### src/rtl/prog_loader.sv
module prog_loader #(
  parameter int SHORT_BITS = 24,
  parameter int LONG_BITS  = 32
) (
  input  logic        clk,
  input  logic        rst_n,
  input  logic        ser_clk,
  input  logic        ser_data,
  input  logic        ser_strobe,
  input  logic        load_win,
  output logic [11:0] cnt_lo,
  output logic [7:0]  cnt_mid,
  output logic [3:0]  cnt_hi,
  output logic [1:0]  psc_mode,
  output logic [2:0]  frac_inc,
  output logic        frac_mod8,
  output logic [7:0]  cp_gain,
  output logic [1:0]  prop_accel,
  output logic [3:0]  int_accel,
  output logic        main_en,
  output logic        aux_en,
  output logic [1:0]  main_ref_sel,
  output logic [1:0]  aux_ref_sel,
  output logic [11:0] ref_div,
  output logic [11:0] aux_div,
  output logic        aux_bypass,
  output logic        a_long,
  output logic [1:0]  test_sel,
  output logic        speedup
);
  localparam int CNT_W = $clog2(LONG_BITS + 2);
  localparam logic [CNT_W-1:0] CNT_SAT = CNT_W'(LONG_BITS + 1);

  logic [1:0] clk_sy, dat_sy, stb_sy;
  logic       clk_q, stb_q;
  logic [LONG_BITS-1:0] shreg;
  logic [CNT_W-1:0]     bitcnt;

  always_ff @(posedge clk or negedge rst_n)
    if (!rst_n) begin
      clk_sy <= '0; dat_sy <= '0; stb_sy <= '0;
      clk_q  <= 1'b0; stb_q <= 1'b0;
    end else begin
      clk_sy <= {clk_sy[0], ser_clk};
      dat_sy <= {dat_sy[0], ser_data};
      stb_sy <= {stb_sy[0], ser_strobe};
      clk_q  <= clk_sy[1];
      stb_q  <= stb_sy[1];
    end

  wire shift_en = clk_sy[1] & ~clk_q & ~stb_sy[1];
  wire stb_rise = stb_sy[1] & ~stb_q;

  always_ff @(posedge clk or negedge rst_n)
    if (!rst_n) begin
      shreg  <= '0;
      bitcnt <= '0;
    end else if (stb_rise) begin
      bitcnt <= '0;
    end else if (shift_en) begin
      shreg <= {shreg[LONG_BITS-2:0], dat_sy[1]};
      if (bitcnt != CNT_SAT) bitcnt <= bitcnt + 1'b1;
    end

  wire [SHORT_BITS-1:0] sw = shreg[SHORT_BITS-1:0];
  wire [3:0] s_addr = sw[SHORT_BITS-1 -: 4];
  wire is_short = (bitcnt == CNT_W'(SHORT_BITS));
  wire is_long  = (bitcnt == CNT_W'(LONG_BITS));
  wire hit_a0 = stb_rise & is_short & ~sw[SHORT_BITS-1] & ~a_long;
  wire hit_a1 = stb_rise & is_long & ~shreg[LONG_BITS-1] & a_long;
  wire hit_b  = stb_rise & is_short & (s_addr == 4'b1000);
  wire hit_c  = stb_rise & is_short & (s_addr == 4'b1001);
  wire hit_d  = stb_rise & is_short & (s_addr == 4'b1010);
  wire hit_e  = stb_rise & is_short & (s_addr == 4'b1111);
  wire unused_bits = ^{sw[3:0], sw[17:0]};

  logic [7:0] gain_stg;
  logic [1:0] mode_stg;

  always_ff @(posedge clk or negedge rst_n)
    if (!rst_n) begin
      gain_stg <= '0; mode_stg <= '0;
      prop_accel <= '0; int_accel <= '0;
    end else if (hit_b) begin
      gain_stg   <= sw[19:12];
      prop_accel <= sw[11:10];
      int_accel  <= sw[9:6];
      mode_stg   <= sw[5:4];
    end

  always_ff @(posedge clk or negedge rst_n)
    if (!rst_n) begin
      aux_div <= '0; aux_bypass <= 1'b0; aux_ref_sel <= '0; aux_en <= 1'b0;
    end else if (hit_c) begin
      aux_div     <= sw[19:8];
      aux_bypass  <= sw[7];
      aux_ref_sel <= sw[6:5];
      aux_en      <= sw[4];
    end

  always_ff @(posedge clk or negedge rst_n)
    if (!rst_n) begin
      ref_div <= '0; main_ref_sel <= '0; main_en <= 1'b0;
      frac_mod8 <= 1'b0; a_long <= 1'b0; test_sel <= '0;
    end else if (hit_d) begin
      ref_div      <= sw[19:8];
      main_ref_sel <= sw[7:6];
      main_en      <= sw[5];
      frac_mod8    <= sw[4];
      a_long       <= sw[3];
      test_sel     <= 2'b00;
    end else if (hit_e) begin
      test_sel <= sw[19:18];
    end

  logic        pend, pend_direct;
  logic [11:0] pend_lo;
  logic [7:0]  pend_split, pend_gain;
  logic [2:0]  pend_frac;
  logic [7:0]  split_q;
  wire commit = pend & load_win;

  always_ff @(posedge clk or negedge rst_n)
    if (!rst_n) begin
      pend <= 1'b0; pend_direct <= 1'b0; pend_lo <= '0;
      pend_split <= '0; pend_gain <= '0; pend_frac <= '0;
    end else if (hit_a0 || hit_a1) begin
      pend        <= 1'b1;
      pend_direct <= hit_a1;
      pend_lo     <= sw[22:11];
      pend_split  <= sw[10:3];
      pend_frac   <= sw[2:0];
      pend_gain   <= shreg[30:23];
    end else if (commit) begin
      pend <= 1'b0;
    end

  always_ff @(posedge clk or negedge rst_n)
    if (!rst_n) begin
      cnt_lo <= '0; split_q <= '0; frac_inc <= '0; cp_gain <= '0; psc_mode <= '0;
    end else if (commit) begin
      cnt_lo   <= pend_lo;
      split_q  <= pend_split;
      frac_inc <= pend_frac;
      cp_gain  <= pend_direct ? pend_gain : gain_stg;
      psc_mode <= mode_stg;
    end

  assign cnt_mid = (psc_mode == 2'b10) ? {4'b0000, split_q[7:4]} : split_q;
  assign cnt_hi  = (psc_mode == 2'b10) ? split_q[3:0] : 4'b0000;

  always_ff @(posedge clk or negedge rst_n)
    if (!rst_n)                 speedup <= 1'b0;
    else if (hit_a0 || hit_a1)  speedup <= 1'b1;
    else if (!stb_sy[1])        speedup <= 1'b0;

  assert_commit_win_R10: assert property (@(posedge clk) disable iff (!rst_n)
    !$stable(cnt_lo) |-> $past(load_win));

  assert_cfg_on_strobe_R2: assert property (@(posedge clk) disable iff (!rst_n)
    !$stable({aux_div, ref_div, prop_accel, int_accel}) |-> $past(stb_rise));

  assert_test_clear_R6: assert property (@(posedge clk) disable iff (!rst_n)
    $past(hit_d) |-> (test_sel == 2'b00));

  assert_speed_strobe_R11: assert property (@(posedge clk) disable iff (!rst_n)
    speedup |-> $past(stb_sy[1]));
endmodule

### config.mk
export PLATFORM = sky130hd
export DESIGN_NAME = prog_loader
export DESIGN_NICKNAME = d
export VERILOG_FILES = /design/src/rtl/prog_loader.sv
export SDC_FILE = /design/constraint.sdc
export NUM_CORES = 1
export LEC_CHECK = 0
export CAP_MARGIN = 20
export CORE_UTILIZATION = 61
export CTS_BUF_LIST = sky130_fd_sc_hd__clkbuf_2
export DETAILED_ROUTE_END_ITERATION = 16
export GPL_TIMING_DRIVEN = 0
export PLACE_DENSITY_LB_ADDON = 0.1
export SKIP_CTS_REPAIR_TIMING = 1
export SLEW_MARGIN = 20
export SYNTH_ARGS = -nofsm -noshare
export SYNTH_HDL_FRONTEND = slang
export SYNTH_SLANG_ARGS = --single-unit
### constraint.sdc
create_clock -name clk -period 6.8 [get_ports clk]
set_input_delay 1.02 -clock clk [delete_from_list [all_inputs] [get_ports clk]]
set_output_delay 1.02 -clock clk [all_outputs]
set_load 0.005 [all_outputs]
# Word-level counts from Yosys, hierarchy flattened

Cells that the tools add are included.

Flip-flop bits (word level): 164
Bits of input ports: 6
Output and inout port bits: 79
Logic and storage cells: 83

Add/sub/neg operators: 1
Equality and inequality tests: 9
Muxes and demuxes: 12
Bitwise operators: 21
Reductions and logical operators: 7

Operators with widths:

| cell                                                 | count |
|---|---|
| 2-to-1 mux 6 bit                                     | 3 |
| equality test 4 bit (second input constant)          | 4 |
| 2-to-1 mux 8 bit                                     | 2 |
| AND 1 bit                                            | 14 |
| nonzero test 2 bit                                   | 4 |
| NOT 1 bit                                            | 7 |
| adder 6 x 1 -> 6 bit (second input constant)         | 1 |
| equality test 6 x 5 -> 1 bit (second input constant) | 1 |
| equality test 6 bit (second input constant)          | 1 |
| != test 6 bit (second input constant)                | 1 |
| 2-to-1 mux 1 bit                                     | 4 |
| 2-to-1 mux 2 bit                                     | 2 |
| 2-to-1 mux 4 bit                                     | 1 |
| AND reduction 2 bit                                  | 2 |
| equality test 2 bit (second input constant)          | 1 |
| != test 2 x 1 -> 1 bit (second input constant)       | 1 |
| logical OR 1 bit                                     | 1 |

# Longest topological paths before layout

Depth after elaboration: 7
Mapped depth: 8
Gate-level depth less buffers: 6

# Worst setup path before layout

OpenSTA, ideal clock, no wires.

Path type: flip-flop to flip-flop
Start: register bitcnt[0]
End: register main_ref_sel[0]
Library setup time: 0.125 ns
Data arrival time: 1.995 ns
Required time: 6.675 ns
Setup slack: 4.680 ns
Cell stages (with the launch flop): 9
Path buffers: 2
Period minus slack after synthesis: 2.120 ns
Cell sequence: dfrtp_1 > inv_1 > ha_1 > inv_1 > or4b_4 > or2_1 > buf_6 > buf_12 > mux2_4

Longest elaborated chain between the ends: 3

Ends and longest elaborated chain:

| element                      | RTL line | RTL |
|---|---|---|
| start, declared              | 37       | `logic [CNT_W-1:0] bitcnt;` |
| start signal, assigned       | 62       | `if (bitcnt != CNT_SAT) bitcnt <= bitcnt + 1'b1;` |
| equality test 6 x 5 -> 1 bit | 67       | `wire is_short = (bitcnt == CNT_W'(SHORT_BITS));` |
| AND 1 bit (2 in a row)       | 73       | `wire hit_d = stb_rise & is_short & (s_addr == 4'b1010);` |
| end signal, assigned         | 107      | `main_ref_sel <= sw[7:6];` |
| end, declared                | 22       | `output logic [1:0] main_ref_sel,` |

Every way passes these cells.
A chain may end at the register's enable or synchronous reset.

# Worst setup path after layout

Start: register psc_mode[0]
End: output port cnt_hi[2]

Longest elaborated chain between the ends: 2

Ends and longest elaborated chain:

| element                | RTL line | RTL |
|---|---|---|
| start, declared        | 14       | `output logic [1:0] psc_mode,` |
| start signal, assigned | 146      | `psc_mode <= mode_stg;` |
| equality test 2 bit    | 150      | `assign cnt_hi = (psc_mode == 2'b10) ? split_q[3:0] : 4'b0000;` |
| 2-to-1 mux 4 bit       | 150      |  |
| end, declared          | 13       | `output logic [3:0] cnt_hi,` |

Every way passes these cells.

==> flow_metrics.env <==
export IMPL_outcome="completed"
export IMPL_numCtsBuffers=17
export IMPL_firstDrtPassIters=5
export IMPL_r2r_start="bitcnt[2]"
export IMPL_grt_max_degree=102
export IMPL_dieArea_mm2=0.0109
export IMPL_htree_levels=4
export IMPL_power_frac_seq_pct=63.5
export IMPL_cts_sinks=164
export IMPL_synth_cell_type_count=38
export IMPL_synth_area_leaders="dfrtp_1 (64%), mux2_2 (22%), mux2_4 (2.3%)"
export IMPL_leakage_uw=0.00376
export IMPL_final_cells=673
export IMPL_clockBufferDepth=2
export IMPL_fin_util_pct=75.0
export IMPL_switching_share_pct=24.3
export IMPL_p_int_uw=1240
export IMPL_slew_headroom_pct=44.2
export IMPL_holdCritPathClass="in2async"
export IMPL_yosysWarnings=0
export IMPL_drt_iter0_drc=142
export IMPL_syn_to_final_growth_pct=20.2
export IMPL_setup_viol=0
export IMPL_syn_inst=421
export IMPL_hpwl_mm=7.93
export IMPL_grt_pass1_vias=3694
export IMPL_p_per_area_mw_per_mm2=212
export IMPL_die_width_um=105
export IMPL_worst_slew_pin_slew_ns=0.837
export IMPL_dp_cells=642
export IMPL_synth_nets=430
export IMPL_fp_coreArea_mm2=0.0103
export IMPL_io_pins=85
export IMPL_diodes=0
export IMPL_root_buffer="clkbuf_2"
export IMPL_route_detailed_drc=0
export IMPL_ff2ff_setup_slack_ns=4.19
export IMPL_yosys_area_top_type="dfrtp_1"
export IMPL_hold_viol_final=0
export IMPL_skew_ns=0.0217
export IMPL_wl_per_cell_um=17.3
export IMPL_drive_gt1_share_pct=33.7
export IMPL_gp_congestion=0.751
export IMPL_worstPathMaxFanout=8
export IMPL_via_count=3662
export IMPL_syn_area_per_cell_um2=15.2
export IMPL_synthArstFlopShare_pct=100
export IMPL_max_clock_freq_ghz=0.312
export IMPL_worstPathArrival_ns=2.18
export IMPL_r2r_cells=5
export IMPL_fin_nets=534
export IMPL_multi_input_area_mm2=0.00218
export IMPL_seq_area_frac_synth_pct=64.0
export IMPL_synthesis_area_mm2=0.00641
export IMPL_synth_flop_cell="dfrtp_1"
export IMPL_p_switching_uw=396
export IMPL_gr_usage_all_layers_pct=23.6
export IMPL_antenna_left=0
export IMPL_setup_worst_path_end_class="output port"
export IMPL_synth_seq_cells=164
export IMPL_fillers=691
export IMPL_antenna_found_initial=0
export IMPL_fin_tns_setup_ns=0
export IMPL_synth_edf_count=0
export IMPL_num_rows=37
export IMPL_drv_cap=0
export IMPL_grt_pass1_wl_mm=19.5
export IMPL_comb_power_share_pct=3.9
export IMPL_drv_slew=0
export IMPL_vdd_drop_max_uv=184
export IMPL_crit_path_start_kind="flop"
export IMPL_path_class="reg2out"
export IMPL_overflow=0
export IMPL_initial_utilization_pct=62.4
export IMPL_die_y_um=105
export IMPL_regArea_mm2=0.00410
export IMPL_wl_mm=11.6
export IMPL_required_ns=5.78
export IMPL_io_buffer_count=84
export IMPL_r2r_end="mode_stg[1]"
export IMPL_viasPerCell=5.44
export IMPL_cts_clk_slew_worst_paths_ns=0.21
export IMPL_cts_tree="done"
export IMPL_pwr_share_clk_pct=32.6
export IMPL_fin_crit_ns=3.20
export IMPL_post_route_period_util_pct=47.1
export IMPL_rsz0062_at_grt="no"
export IMPL_p_total_uw=1630
export IMPL_clkLatencyLatePin_ns=0.69
export IMPL_synth_top_area_share_pct=64.0
export IMPL_finish_instance_area_mm2=0.00771
export IMPL_post_dp_cell_area_mm2=0.00746
-- area by class of cell --
class / instances / area share [%]
clock buffers: 18 / 1.17
clock inverters: 13 / 2.08
repair buffers: 85 / 11.3
plain buffers: 18 / 1.30
well taps: 136 / 2.21
flip-flops and latches: 164 / 53.2
multi-input cells: 232 / 28.3
inverters: 7 / 0.341
-- stage by stage --
| stage | hold WS (ns) | setup slack, ns |
|---|---|---|
| final | 0.212 | 3.60 |
| after floorplan | 0.331 | 4.68 |
| after global routing | 0.162 | 3.38 |
| after CTS | 0.183 | 3.53 |
| after global placement | 0.336 | -1.59 |
| after detailed placement | 0.340 | 3.93 |
-- cells in the final DEF, fill, tap and decap left out, drive strengths merged, types with 2 or more instances in the layout --
| cell | instances |
|---|---|
| or3 | 2 |
| mux2 | 137 |
| nor2b | 2 |
| mux2i | 10 |
| and2 | 8 |
| nor4b | 2 |
| nand2 | 29 |
| clkbuf | 25 |
| nor3b | 2 |
| ha | 3 |
| o31ai | 2 |
| a21oi | 2 |
| dfrtp | 164 |
| o21ai | 9 |
| clkdlybuf4s50 | 83 |
| bufinv | 3 |
| clkinvlp | 5 |
| buf | 13 |
| xor2 | 4 |
| a21o | 2 |
| clkinv | 4 |
| inv | 8 |
| nor2 | 5 |
| nand4 | 3 |
-- worst max path at each step --
stage	startpoint	end	slack, ns	cells past startpoint
2_1_floorplan	bitcnt[0]	main_ref_sel[0]	4.68	8
3_3_place_gp	rst_n	dat_sy[0]	-1.59	1
3_5_place_dp	load_win	cnt_lo[2]	3.93	4
4_1_cts	psc_mode[0]	cnt_hi[2]	3.53	3
5_1_grt	psc_mode[0]	cnt_mid[3]	3.38	4
6_report	psc_mode[0]	cnt_hi[2]	3.60	3
-- routing by layer --
metal	vias up	share of wire, %	global-route usage (%)
met1	1885	47	33.8
li1	1682	-	-
met5	-	0	0
met2	86	49	36.1
met3	9	3.1	5.74
met4	0	0.81	6.73
-- logic make-up (layout without fill, tap and decap cells) --
group                      after synthesis  after routing  synth area share [%]
xor gates and xnor gates                 4              4                 0.546
buffers and inverters                   25            141                  1.97
AOI/OAI and AO/OA                       18             18                  1.78
DFF                                    164            164                  64.0
and+or+nand+nor                         60             60                  4.94
muxes                                  147            147                  26.2
adders and majority gates                3              3                 0.585
-- power by group through the flow --
stage	clock network [uW]	registers [uW]	logic (uW)
floorplan	0	1040	35.2
global placement	0	1050	59.8
detailed placement	0	1050	64.4
CTS	542	1040	64.6
global route	581	1040	71.4
finish	532	1040	63.1
-- flip-flops by register name (all words and copies together), names as in the netlist, 3 cells and up --
signal and flops:
aux_div 12, bitcnt 6, cnt_lo 12, cp_gain 8, frac_inc 3, gain_stg 8
int_accel 4, pend_frac 3, pend_gain 8, pend_lo 12, pend_split 8, ref_div 12
shreg 32, split_q 8
-- worst max-delay path, cell delays in order, from the launching register on --
cell and delay [ns]:
dfrtp_1 0.47, nor2b_1 0.36, and2_1 0.19, clkdlybuf4s50_1 0.49
-- Yosys cell counts, types with 3 or more instances --
cell type,count
dfrtp_1,164
ha_1,3
buf_2,4
buf_1,4
nor2_1,5
mux2i_1,10
xor2_1,4
o21ai_0,9
nand2_1,29
mux2_2,127
inv_1,7
clkbuf_1,7
mux2_4,10
nand4_1,3
and2_1,8
Note: power is estimated with default switching activity, not from simulation.
